$ cat config.mk
export PLATFORM = sky130hd
export DESIGN_NAME = ort_tracker
export DESIGN_NICKNAME = d
export VERILOG_FILES = /design/src/rtl/ort_pkg.sv /design/src/rtl/ort_entry.sv /design/src/rtl/ort_sat_cnt.sv /design/src/rtl/ort_tracker.sv
export SDC_FILE = /design/constraint.sdc
export NUM_CORES = 1
export LEC_CHECK = 0
export BUFFER_PORTS_ARGS = -buffer_cell sky130_fd_sc_hd__buf_2
export CAP_MARGIN = 20
export CORE_MARGIN = 4
export CORE_UTILIZATION = 40
export CTS_BUF_LIST = sky130_fd_sc_hd__clkbuf_16
export CTS_CLUSTER_SIZE = 30
export DETAILED_ROUTE_END_ITERATION = 10
export HOLD_SLACK_MARGIN = 0.12
export PLACE_DENSITY = 0.57
export SETUP_SLACK_MARGIN = 0.4
export SYNTH_ARGS = -nofsm -noshare
export SYNTH_HDL_FRONTEND = slang
export SYNTH_SLANG_ARGS = --single-unit
$ cat constraint.sdc
create_clock -name clk -period 9.3 [get_ports clk]
set_input_delay 1.86 -clock clk [delete_from_list [all_inputs] [get_ports clk]]
set_output_delay 1.86 -clock clk [all_outputs]
set_load 0.01 [all_outputs]
$ cat src/rtl/ort_pkg.sv
`timescale 1ns/1ps
package ort_pkg;

  // Outcome of the reply port in one cycle.
  typedef enum logic [1:0] {
    RSP_NONE     = 2'd0,
    RSP_MATCH    = 2'd1,
    RSP_MISMATCH = 2'd2,
    RSP_STRAY    = 2'd3
  } rsp_class_e;

  function automatic rsp_class_e classify_rsp(input logic fire,
                                              input logic slot_busy,
                                              input logic same_data);
    if (!fire)           return RSP_NONE;
    else if (!slot_busy) return RSP_STRAY;
    else if (same_data)  return RSP_MATCH;
    else                 return RSP_MISMATCH;
  endfunction

endpackage

$ cat src/rtl/ort_entry.sv
`timescale 1ns/1ps
module ort_entry #(
  parameter int TYPE_W = 4,
  parameter int DATA_W = 32,
  parameter int TMR_W  = 16
) (
  input  logic              clk,
  input  logic              rst,
  input  logic              alloc,
  input  logic              hit,
  input  logic [TYPE_W-1:0] kind_in,
  input  logic [DATA_W-1:0] data_in,
  input  logic [TMR_W-1:0]  rtt_in,
  output logic              busy,
  output logic [DATA_W-1:0] exp_data,
  output logic              timeout
);

  logic [TYPE_W-1:0] kind_q;
  logic [DATA_W-1:0] data_q;
  logic [TMR_W-1:0]  timer_q;
  logic              busy_q;

  function automatic logic [TMR_W-1:0] tick_down(input logic [TMR_W-1:0] t);
    return (t == '0) ? t : t - 1'b1;
  endfunction

  always_ff @(posedge clk) begin
    if (rst) begin
      busy_q  <= 1'b0;
      timer_q <= '0;
    end else if (hit) begin
      busy_q  <= 1'b0;
    end else if (alloc) begin
      busy_q  <= 1'b1;
      timer_q <= rtt_in;
    end else if (busy_q) begin
      timer_q <= tick_down(timer_q);
    end
  end

  always_ff @(posedge clk) begin
    if (alloc && !hit) begin
      kind_q <= kind_in;
      data_q <= data_in;
    end
  end

  assign busy     = busy_q;
  assign exp_data = data_q;
  // A reply that lands in the final cycle takes precedence over expiry.
  assign timeout  = busy_q && (timer_q == '0) && !hit;


  entry_payload_hold_chk: assert property (@(posedge clk) disable iff (rst)
    (busy_q && !hit) |=> ($stable(kind_q) && $stable(data_q) && busy_q));

endmodule

$ cat src/rtl/ort_sat_cnt.sv
`timescale 1ns/1ps
module ort_sat_cnt #(
  parameter int W = 16
) (
  input  logic         clk,
  input  logic         rst,
  input  logic         en,
  output logic [W-1:0] count
);

  localparam logic [W-1:0] TOP = '1;

  function automatic logic [W-1:0] sat_inc(input logic [W-1:0] v);
    return (v == TOP) ? v : v + 1'b1;
  endfunction

  always_ff @(posedge clk) begin
    if (rst)     count <= '0;
    else if (en) count <= sat_inc(count);
  end


  count_sat_hold_chk: assert property (@(posedge clk) disable iff (rst)
    (count == TOP) |=> (count == TOP));

endmodule

$ cat src/rtl/ort_tracker.sv
`timescale 1ns/1ps
module ort_tracker #(
  parameter int ID_W   = 3,
  parameter int TYPE_W = 4,
  parameter int DATA_W = 32,
  parameter int TMR_W  = 16,
  parameter int CNT_W  = 16
) (
  input  logic              clk,
  input  logic              rst,
  input  logic              inj_valid,
  input  logic [ID_W-1:0]   inj_id,
  input  logic [TYPE_W-1:0] inj_type,
  input  logic [DATA_W-1:0] inj_data,
  input  logic [TMR_W-1:0]  inj_rtt,
  output logic              inj_ready,
  input  logic              rsp_valid,
  input  logic [ID_W-1:0]   rsp_id,
  input  logic [DATA_W-1:0] rsp_data,
  output logic [CNT_W-1:0]  pass_count,
  output logic              data_err,
  output logic              deadlock_err,
  output logic              misuse_err,
  output logic              unexp_err,
  output logic              halted
);
  import ort_pkg::*;

  localparam int DEPTH = 1 << ID_W;

  logic [DEPTH-1:0]  busy_vec;
  logic [DEPTH-1:0]  timeout_vec;
  logic [DEPTH-1:0]  alloc_vec;
  logic [DEPTH-1:0]  hit_vec;
  logic [DATA_W-1:0] exp_data [DEPTH];

  // Named internal events.
  rsp_class_e rsp_class;
  logic       inj_accept;
  logic       inj_misuse;
  logic       expire_evt;
  logic       pass_evt;

  assign rsp_class  = classify_rsp(rsp_valid && !halted, busy_vec[rsp_id],
                                   rsp_data == exp_data[rsp_id]);
  assign inj_ready  = !halted && !busy_vec[inj_id];
  assign inj_accept = inj_valid && inj_ready;
  assign inj_misuse = inj_valid && !halted && busy_vec[inj_id];
  assign expire_evt = !halted && (|timeout_vec);
  assign pass_evt   = (rsp_class == RSP_MATCH);

  for (genvar i = 0; i < DEPTH; i++) begin : g_slot
    assign alloc_vec[i] = inj_accept && (inj_id == ID_W'(i));
    assign hit_vec[i]   = ((rsp_class == RSP_MATCH) || (rsp_class == RSP_MISMATCH))
                          && (rsp_id == ID_W'(i));

    ort_entry #(.TYPE_W(TYPE_W), .DATA_W(DATA_W), .TMR_W(TMR_W)) u_entry (
      .clk      (clk),
      .rst      (rst),
      .alloc    (alloc_vec[i]),
      .hit      (hit_vec[i]),
      .kind_in  (inj_type),
      .data_in  (inj_data),
      .rtt_in   (inj_rtt),
      .busy     (busy_vec[i]),
      .exp_data (exp_data[i]),
      .timeout  (timeout_vec[i])
    );
  end

  ort_sat_cnt #(.W(CNT_W)) u_pass (
    .clk   (clk),
    .rst   (rst),
    .en    (pass_evt),
    .count (pass_count)
  );

  always_ff @(posedge clk) begin
    if (rst) begin
      data_err     <= 1'b0;
      deadlock_err <= 1'b0;
      misuse_err   <= 1'b0;
      unexp_err    <= 1'b0;
      halted       <= 1'b0;
    end else begin
      if (rsp_class == RSP_MISMATCH) data_err   <= 1'b1;
      if (rsp_class == RSP_STRAY)    unexp_err  <= 1'b1;
      if (inj_misuse)                misuse_err <= 1'b1;
      if (expire_evt) begin
        deadlock_err <= 1'b1;
        halted       <= 1'b1;
      end
    end
  end


  pass_incr_chk: assert property (@(posedge clk) disable iff (rst)
    (pass_evt && pass_count != '1) |=> (pass_count == $past(pass_count) + 1'b1));


  mismatch_flag_chk: assert property (@(posedge clk) disable iff (rst)
    (rsp_class == RSP_MISMATCH) |=> (data_err && $stable(pass_count)));


  timeout_halt_chk: assert property (@(posedge clk) disable iff (rst)
    (|timeout_vec) |=> (deadlock_err && halted));


  misuse_flag_chk: assert property (@(posedge clk) disable iff (rst)
    inj_misuse |=> misuse_err);


  stray_flag_chk: assert property (@(posedge clk) disable iff (rst)
    (rsp_class == RSP_STRAY) |=> (unexp_err && $stable(pass_count)));


  halt_freeze_chk: assert property (@(posedge clk) disable iff (rst)
    halted |=> (halted && deadlock_err && $stable(pass_count) && !inj_ready));


  halt_cause_chk: assert property (@(posedge clk) disable iff (rst)
    $rose(halted) |-> deadlock_err);

endmodule

==> qor.csv <==
stage,metric,value,unit
outcome,outcome,completed,
synthesis,post-synthesis average cell area,10.84,µm²
clocking,"Reg clk slew, reported paths",60,ps
synthesis,"Seq/Total Area, Yosys",55.23,%
route,WL per Instance,21.03,µm
critical_path,CP top delay family,simple AND/OR/NAND/NOR gates,
timing,fmax,147.1,MHz
placed_design,DP HPWL,33.26,mm
synthesis,Synth async-reset ratio,0,%
critical_path,Crit-path slowest cell,or4_1,
clocking,CTS Buf Count,47,
synthesis,Syn. warnings,0,
pwr,sw frac,28.71,%
placed_design,Port Buffers,111,
final_layout,post-layout util,46.42,%
global_routing,first-pass GRT wire length,82.63,mm
critical_path,FF-to-FF setup slack,4160,ps
final_layout,design area,0.02230,mm²
global_routing,vias in the first global route,14220,
clocking,Post-CTS Setup Inserts,0,
clocking,post_cts resized,0,
pwr,sequential power share,43.0,%
route,via/cell ratio,5.842,
synthesis,Post-synth EDFFs,256,
synthesis,Post-Syn Instances,1805,
clocking,Root Buffer,clkbuf_16,
placed_design,"Cell Area, Placed",0.02064,mm²
critical_path,Critical Path Stages,17,
global_routing,largest net degree at the start of global routing,57,
timing,Tmin final,6800,ps
synthesis,Post-synth top flop,edfxtp_1,
critical_path,crit-path max cell delay,630,ps
timing,RSZ-0062 raised after global routing,no,
pwr,power share of the clock group,39.1,%
flow_run,max-cap violations,0,
global_routing,Total Routing Usage GR,19.74,%
final_layout,FF+latch area,0.01081,mm²
critical_path,crit path to,g_slot[4].u_entry.timer_q[15],
route,1st-pass router iterations,5,
min_path,Hold Startpoint,g_slot[6].u_entry.timer_q[15],
critical_path,Critical Path RT,9810,ps
placed_design,Place WS,1848,ps
final_layout,area grow syn2layout,13.94,%
critical_path,Crit. Startpoint,rsp_id[1],
clocking,TritonCTS clock tree,built,
die,die width,229.2,µm
timing,final setup margin,2500,ps
route,Routed WL,53.36,mm
timing,fin crit share,73.12,%
critical_path,reg2reg end,g_slot[4].u_entry.timer_q[15],
critical_path,RR Startpoint,g_slot[3].u_entry.exp_data[25],
critical_path,Worst setup EP type,register,
clocking,H-tree depth,2,
timing,Worst Max-Slew Pin Slew,1082,ps
synthesis,Syn Nets,1911,
clocking,clk sinks,412,
final_layout,area occupied by multi-input gates,0.008165,mm²
die,row cnt,80,
clocking,clk_lat worst skew,600,ps
timing,Pins Over Slew Limit,0,
route,Iteration-0 DRC Markers,1394,
pwr,pwr/cell area,218.7,mW/mm²
route,drt drc,0,
critical_path,reg2reg path depth,15,
placed_design,GP Congestion,0.8192,
die,Ports,116,
pwr,P_sw,1.401,mW
timing,clk_skew,22.72,ps
timing,Setup TNS Final,0,ps
global_routing,initial antenna violation count,10,
synthesis,synth unique cells,74,
die,Core Area,0.04805,mm²
placed_design,Inst Count DP,2446,
timing,"Setup violations, final",0,
pwr,worst vdd ir,142.7,µV
pwr,internal power,3.478,mW
synthesis,"flops & latches, synth",412,
critical_path,Setup crit start kind,primary input,
pwr,leak pwr,7.638,nW
final_layout,fillcell total,4450,
critical_path,"critical path, cell by cell",buf_4 -> buf_4 -> mux2i_1 -> a22o_1 -> a221oi_1 -> xor2_1 -> or4_1 -> nor4_4 -> a31oi_1 -> ha_1 -> nor2b_1 -> a2111oi_4 -> buf_4 -> nor2_1 -> nor2_1 -> nor2_1 -> a211oi_1,
final_layout,Nets,1989,
route,Vias,14820,
timing,Rel. slew slack,27.20,%
final_layout,Final Instance Count excl. Fillers,2537,
clocking,hold buffer count at CTS,0,
timing,hold violation count in the final report,0,
global_routing,gr ovfl total,0,
min_path,HP Class,register to register,
critical_path,Crit Path Class,primary input to register,
die,die area,0.05253,mm²
critical_path,crit path max fanout,44,
synthesis,Mapped Area,0.01957,mm²
pwr,combinational group share of total power,17.8,%
die,Initial Utilization,40.74,%
critical_path,WP buf/inv,3,
final_layout,layout cell share with drive strength beyond 1,15.11,%
die,die height,229.2,µm
route,ANT nets after route,0,
clocking,Bufs on Longest Clock Path,3,
critical_path,CP arrival,7310,ps
worst min-delay path by stage:
| stage | cells past startpoint | slack (ps) | to |
|---|---|---|---|
| final | 2 | 470 | g_slot[6].u_entry.timer_q[15] |
| after global routing | 2 | 490 | g_slot[3].u_entry.timer_q[9] |
| after CTS | 2 | 470 | g_slot[5].u_entry.timer_q[14] |
| after detailed placement | 2 | 460 | unexp_err |
| after global placement | 2 | 450 | misuse_err |
| after floorplan | 2 | 440 | g_slot[2].u_entry.timer_q[10] |
worst reg2reg max path: cells and delay by family, from the launching register on:
kind	cells	cell delay, ps
XOR/XNOR	1	190
adder cells (fa/ha/maj)	1	490
AO/OA/AOI/OAI	3	840
AND/OR/NAND/NOR	7	1830
multiplexers	2	750
flip-flops	1	350
buffers and inverters	1	590
power groups by stage:
stage / logic [mW] / registers, mW / clock network (mW)
floorplan: 0.631 / 2.12 / 0
global placement: 0.843 / 2.13 / 0
detailed placement: 0.857 / 2.14 / 0
CTS: 0.863 / 2.10 / 1.96
global route: 0.972 / 2.11 / 2.03
finish: 0.870 / 2.10 / 1.91
layer usage:
metal,track usage [%],up-vias,part of all wire (%)
li1,-,7006,-
met1,27.60,7268,44
met2,31.23,432,46
met3,4.461,102,7.0
met4,5.173,14,2.4
met5,0,-,0.18
final cells by class:
type / instances / share of cell area [%]
Inverter: 37 / 0.6228
Sequential cell: 412 / 48.47
Tap cell: 615 / 3.450
Clock inverter: 38 / 1.902
Antenna cell: 3 / 0.03366
Timing Repair Buffer: 140 / 3.630
Multi-Input combinational cell: 1245 / 36.61
Clock buffer: 47 / 5.274
kinds of logic (layout without fill, tap and decap cells):
| kind of cell | after synthesis | count (layout) | share of synthesized area (%) |
|---|---|---|---|
| buffers and inverters | 148 | 262 | 3.458 |
| other | 0 | 3 | 0 |
| AO/OA/AOI/OAI | 491 | 491 | 15.54 |
| XOR/XNOR | 43 | 43 | 1.924 |
| adder cells (fa/ha/maj) | 12 | 12 | 0.7671 |
| multiplexers | 105 | 105 | 8.803 |
| AND/OR/NAND/NOR | 594 | 594 | 14.27 |
| flip-flops | 412 | 412 | 55.23 |
flip-flops by register name, indices dropped and copies added (netlist names):
| name | cells |
|---|---|
| g_slot.u_entry.busy | 8 |
| unexp_err | 1 |
| u_pass.count | 16 |
| misuse_err | 1 |
| g_slot.u_entry.exp_data | 256 |
| halted | 1 |
| g_slot.u_entry.timer_q | 128 |
| data_err | 1 |
cell usage in the layout (no fill, tap or decap), types with 8 or more instances in the layout:
cell type  instances
edfxtp_1         256
nor2_1           178
nand2_1          176
o21ai_0          160
dfxtp_1          156
a21oi_1          129
buf_2            109
nor3_1            68
inv_1             49
clkbuf_16         47
mux2i_1           45
mux4_2            41
a22oi_1           39
nand3_1           28
buf_4             28
xor2_1            27
or3_1             23
a31oi_1           21
a211oi_1          19
nor4_1            18
o31ai_1           18
xnor2_1           16
nand4_1           16
o22ai_1           16
o41ai_1           16
or4_1             13
ha_1              12
mux2_2            10
nor2b_1            9
a22o_1             9
a221oi_1           9
mux4_1             9
nand2b_1           8
o31a_1             8
clkinv_1           8
Yosys cell counts (all sizes together), types with 23 or more instances:
master / count / area share, %
edfxtp: 256 / 39
nand3: 29 / 0.77
o21ai: 161 / 4.1
or3: 23 / 0.74
nor3: 71 / 1.8
a21oi: 130 / 3.3
mux4: 50 / 5.9
clkbuf: 64 / 1.3
a22oi: 39 / 1.5
buf: 47 / 1.5
inv: 37 / 0.71
xor2: 27 / 1.2
dfxtp: 156 / 16
nand2: 176 / 3.4
mux2i: 45 / 2.3
nor2: 185 / 3.5
through the flow:
step / power, mW / hold slack (ps)
after global routing: 5.115 / 489.8
final: 4.878 / 469.0
after global placement: 2.974 / 450.4
after CTS: 4.918 / 472.8
after floorplan: 2.751 / 443.4
after detailed placement: 2.993 / 459.6
Note: power is estimated with default switching activity, not from simulation.
